File: src/rtl/lutblk_pkg.sv
package lutblk_pkg;

  function automatic logic maj3(input logic a, input logic b, input logic c);
    return (a & b) | (a & c) | (b & c);
  endfunction

  function automatic logic sum3(input logic a, input logic b, input logic c);
    return a ^ b ^ c;
  endfunction

endpackage

File: src/rtl/lutblk_cfg_chain.sv
module lutblk_cfg_chain #(
  parameter int CFG_BITS = 31,
  parameter int IDX_W    = 4
) (
  input  logic                clk,
  input  logic                rst_n,
  input  logic                shift_en,
  input  logic                shift_in,
  input  logic                wr_req,
  input  logic [IDX_W-1:0]    wr_addr,
  input  logic                wr_data,
  output logic [CFG_BITS-1:0] cfg_q,
  output logic                shift_out
);

  always_ff @(posedge clk) begin
    if (!rst_n) begin
      cfg_q <= '0;
    end else if (shift_en) begin
      cfg_q <= {shift_in, cfg_q[CFG_BITS-1:1]};
    end else if (wr_req) begin
      cfg_q[wr_addr] <= wr_data;
    end
  end

  assign shift_out = cfg_q[0];

endmodule

File: src/rtl/lutblk_func.sv
module lutblk_func #(
  parameter int IDX_W = 4,
  localparam int TBL  = 1 << IDX_W
) (
  input  logic [TBL-1:0]   table_bits,
  input  logic [IDX_W-1:0] sel,
  input  logic             carry_en,
  input  logic             cin,
  output logic             y,
  output logic             cout
);
  import lutblk_pkg::*;

  logic lut_out;
  assign lut_out = table_bits[sel];

  always_comb begin
    if (carry_en) begin
      y    = sum3(sel[0], sel[1], cin);
      cout = maj3(sel[0], sel[1], cin);
    end else begin
      y    = lut_out;
      cout = 1'b0;
    end
  end

endmodule

File: src/rtl/lutblk_ff.sv
module lutblk_ff (
  input  logic clk,
  input  logic rst_n,
  input  logic sr,
  input  logic sr_val,
  input  logic d,
  output logic q
);

  always_ff @(posedge clk) begin
    if (!rst_n)  q <= 1'b0;
    else if (sr) q <= sr_val;
    else         q <= d;
  end

endmodule

File: src/rtl/lut_logic_block.sv
module lut_logic_block #(
  parameter int IDX_W    = 4,
  parameter int CFG_BITS = 31
) (
  input  logic             clk,
  input  logic             rst_n,
  input  logic [IDX_W-1:0] din,
  input  logic             carry_in,
  input  logic             sr,
  input  logic             wr_en,
  input  logic             byp_d,
  input  logic             cfg_en,
  input  logic             cfg_sin,
  output logic             cfg_sout,
  output logic             y,
  output logic             yq,
  output logic             carry_out
);

  localparam int TBL     = 1 << IDX_W;
  localparam int RAM_BIT = TBL;
  localparam int CY_BIT  = TBL + 1;
  localparam int POL_BIT = TBL + 2;
  localparam int SRC_BIT = TBL + 3;

  logic [CFG_BITS-1:0] cfg_q;
  logic                ram_mode, carry_en, sr_val, reg_src;
  logic                ram_wr;
  logic                reg_d;

  assign ram_mode = cfg_q[RAM_BIT];
  assign carry_en = cfg_q[CY_BIT];
  assign sr_val   = cfg_q[POL_BIT];
  assign reg_src  = cfg_q[SRC_BIT];
  assign ram_wr   = ram_mode & wr_en & ~cfg_en;

  lutblk_cfg_chain #(.CFG_BITS(CFG_BITS), .IDX_W(IDX_W)) u_chain (
    .clk(clk), .rst_n(rst_n), .shift_en(cfg_en), .shift_in(cfg_sin),
    .wr_req(ram_wr), .wr_addr(din), .wr_data(byp_d),
    .cfg_q(cfg_q), .shift_out(cfg_sout)
  );

  lutblk_func #(.IDX_W(IDX_W)) u_func (
    .table_bits(cfg_q[TBL-1:0]), .sel(din), .carry_en(carry_en),
    .cin(carry_in), .y(y), .cout(carry_out)
  );

  assign reg_d = reg_src ? byp_d : y;

  lutblk_ff u_ff (
    .clk(clk), .rst_n(rst_n), .sr(sr), .sr_val(sr_val), .d(reg_d), .q(yq)
  );

endmodule

File: config.mk
export PLATFORM = sky130hd
export DESIGN_NAME = lut_logic_block
export DESIGN_NICKNAME = d
export VERILOG_FILES = /design/src/rtl/lutblk_pkg.sv /design/src/rtl/lutblk_cfg_chain.sv /design/src/rtl/lutblk_func.sv /design/src/rtl/lutblk_ff.sv /design/src/rtl/lut_logic_block.sv
export SDC_FILE = /design/constraint.sdc
export NUM_CORES = 1
export LEC_CHECK = 0
export ABC_AREA = 1
export BUFFER_PORTS_ARGS = -buffer_cell sky130_fd_sc_hd__buf_2
export CORE_ASPECT_RATIO = 2
export CORE_MARGIN = 2
export CORE_UTILIZATION = 56
export CTS_BUF_LIST = sky130_fd_sc_hd__clkbuf_4 sky130_fd_sc_hd__clkbuf_8
export CTS_CLUSTER_DIAMETER = 40
export DETAILED_ROUTE_END_ITERATION = 6
export PLACE_DENSITY = 0.77
export SLEW_MARGIN = 20
export SYNTH_ARGS = -nofsm -noshare
export SYNTH_HDL_FRONTEND = slang
export SYNTH_SLANG_ARGS = --single-unit
File: constraint.sdc
create_clock -name clk -period 3.9 [get_ports clk]
set_input_delay 0.585 -clock clk [delete_from_list [all_inputs] [get_ports clk]]
set_output_delay 0.585 -clock clk [all_outputs]
set_load 0.1 [all_outputs]
==> key figures <==
Run status
  – Status: completed

Timing
  – Max Transition Viols Final: 0
  – Final Hold Viols: 0
  – RSZ-0062 raised after global routing: false
  – Smallest hold slack: 0.479 ns
  – Worst Tran Pin Value: 0.705 ns
  – Setup_tns: 0 ns
  – Final worst path period need: 2.59 ns
  – Final setup violation count: 0
  – Worst slew margin: 53.0%
  – Final worst-path cycle share: 66.5%
  – Final setup skew: 0.0107 ns
  – FMAX: 385 MHz

Die
  – Die footprint: 3460 um^2
  – Starting density of the core: 57.4%
  – Core area: 2910 um^2
  – # rows: 28
  – Top Ports: 16
  – Chip Height: 81.2 um
  – Die Width: 42.6 um

Final layout
  – Fraction of layout cells with a size suffix above 1: 10.0%
  – Non-Filler Instances: 300
  – # diodes: 0
  – Layout Nets: 286
  – Syn-to-layout area delta: 8.77%

Synth
  – Ys flop type: dfxtp_1
  – Syn_nets: 276
  – Top cells by area, synth: dfxtp_1 (38%), nand2_1 (14%), nor2_1 (13%)
  – Synthesized area: 1670 um^2
  – Yosys warnings: 0
  – Most frequent cell after synthesis: nand2_1
  – #FFs+latches synth: 32
  – Synthesized area per cell: 6.44 um^2
  – Top cells by count, synth: nand2_1 (62), nor2_1 (60), dfxtp_1 (32)
  – Post-Synthesis Cells: 259
  – Post-synth EDFFs: 0
  – Top cell type by total area after synthesis: dfxtp_1
  – Ys async rst share: 0%
  – Synth top area share: 38.4%
  – Register area share after synthesis: 38.4%
  – Yosys cell types: 20

Clocking
  – Post-CTS Resized: 0
  – Htree depth: 2
  – Setup repair bufs after CTS: 0
  – Total CTS buffers: 5
  – # clock sinks: 32
  – Root Driver: clkbuf_8
  – CTS tree: yes
  – CTS clock-pin slew for the worst setup and hold paths: 0.07 ns
  – Skew-Pair Late Insertion Delay: 0.29 ns
  – Max clock buf depth: 2
  – Hold-fix buffers at CTS: 0

Place
  – Placed insts: 292
  – Placer Congestion: 0.862
  – I/O Buffers: 15
  – Hpwl dp: 2.73 mm

Routing
  – DR DRC count: 0
  – Antenna Nets Post-Route: 0
  – DR vias: 1604
  – Total Wirelength: 3.76 mm
  – Routed len/inst: 12.5 um
  – Vias per inst: 5.35
  – Top layer in use: met4
  – Post-Route M1 WL: 1.42 mm
  – Drt pass-1 iters: 4
  – DRT iter0 DRCs: 32
  – Routed wl met3: 126 um
  – Met2 WL post-DR: 2.04 mm

Pwr
  – Design Power: 706 uW
  – PwrDens: 389 nW/um^2
  – Max VDD drop: 0.318 mV
  – Leak Pwr: 0.800 nW

Worst setup path
  – Setup crit end kind: output pin
  – CP max-delay cell: fa_1
  – Largest stage delay on the critical path: 0.48 ns
  – WP buf/inv: 4
  – CP Class: in2out
  – Critical-path cell list: buf_2 -> inv_6 -> fa_1 -> nand2_1 -> nand2_1 -> inv_1 -> buf_2
  – WP data arrival: 2.01 ns
  – Critical Path Fanout Max: 12
  – Req. time, crit path: 3.31 ns
  – Top delay family on crit path: buffers and inverters
  – Startpoint types: primary input

Global route
  – First-pass GRT wire length: 6.40 mm
  – Initial antenna violation count: 0
  – GR Overflow Total: 0
  – Tot GR Track Use: 24.5%
  – Pin count of the biggest net entering global routing: 45
  – Vias in the first global route: 1485

Min path
  – Worst hold path type: reg2reg

Flow run
  – MaxCap Viol Count: 0
## state kept, by name, indices dropped and copies added, names as in the netlist
register,count
u_ff.q,1
u_chain.cfg_q,31
## worst paths after layout
path	from	end	slack (ns)	cells past startpoint
worst max-delay path	din[0]	y	1.31	7
worst min register to register	u_chain.cfg_q[25]$_SDFFE_PN0P_	u_chain.cfg_q[24]$_SDFFE_PN0P_	0.48	2
worst min-delay path	u_chain.cfg_q[25]$_SDFFE_PN0P_	u_chain.cfg_q[24]$_SDFFE_PN0P_	0.48	2
worst max register to register	u_chain.cfg_q[16]$_SDFFE_PN0P_	u_chain.cfg_q[2]$_SDFFE_PN0P_	2.59	7
## layout make-up
class | count | area [um^2]
inverters | 30 | 118
multi-input cells | 185 | 852
fillers | 307 | 1090
well taps | 30 | 37.5
repair buffers | 15 | 75.1
clock buffers | 6 | 82.6
clock inverters | 2 | 10.0
flip-flops and latches | 32 | 641
## placed cells by master, fill, tap and decap left out, types with 4 or more instances in the layout
master    netlist  final
nor3_1          5      5
nor2_1         60     60
clkbuf_8        0      6
a31oi_1         9      9
ha_1            4      4
inv_1          29     29
o21ai_0        22     22
nand2_1        62     62
a21oi_1         7      7
buf_2           5     15
nand3_1         7      7
a221oi_1        4      4
dfxtp_1        32     32
## stage by stage
step | util, % | cell area, um^2 | setup slack, ns
finish | 62.4 | 1820 | 1.31
global route | 62.4 | 1820 | 1.21
CTS | 62.4 | 1820 | 1.30
detailed placement | 59.3 | 1720 | 1.31
global placement | 59.3 | 1720 | 1.32
floorplan | - | 1670 | 0.884
## worst min-delay path, stage by stage, from the launching register on
cell and delay (ns):
dfxtp_1 0.32, nor2_1 0.04, nor2_1 0.08
## power by group
part	total (mW)	switching (mW)	internal, mW
combinational	0.0941	0.0701	0.0240
sequential	0.344	0.00561	0.338
clock	0.268	0.127	0.141
total	0.706	0.203	0.503
## metal layers
layer / global-route usage [%] / up-vias
li1: - / 834
met5: 0 / -
met3: 4.89 / 11
met4: 13.4 / 0
met2: 45.2 / 36
met1: 25.0 / 723
## kinds of logic (layout without fill, tap and decap cells)
| kind of cell | after synthesis | count (layout) | synth area share [%] |
|---|---|---|---|
| buf+inv | 42 | 53 | 10.6 |
| simple gates | 136 | 136 | 31.8 |
| compound gates | 44 | 44 | 15.1 |
| fa+ha+maj | 5 | 5 | 4.20 |
| flops | 32 | 32 | 38.4 |
Note: power is estimated with default switching activity, not from simulation.
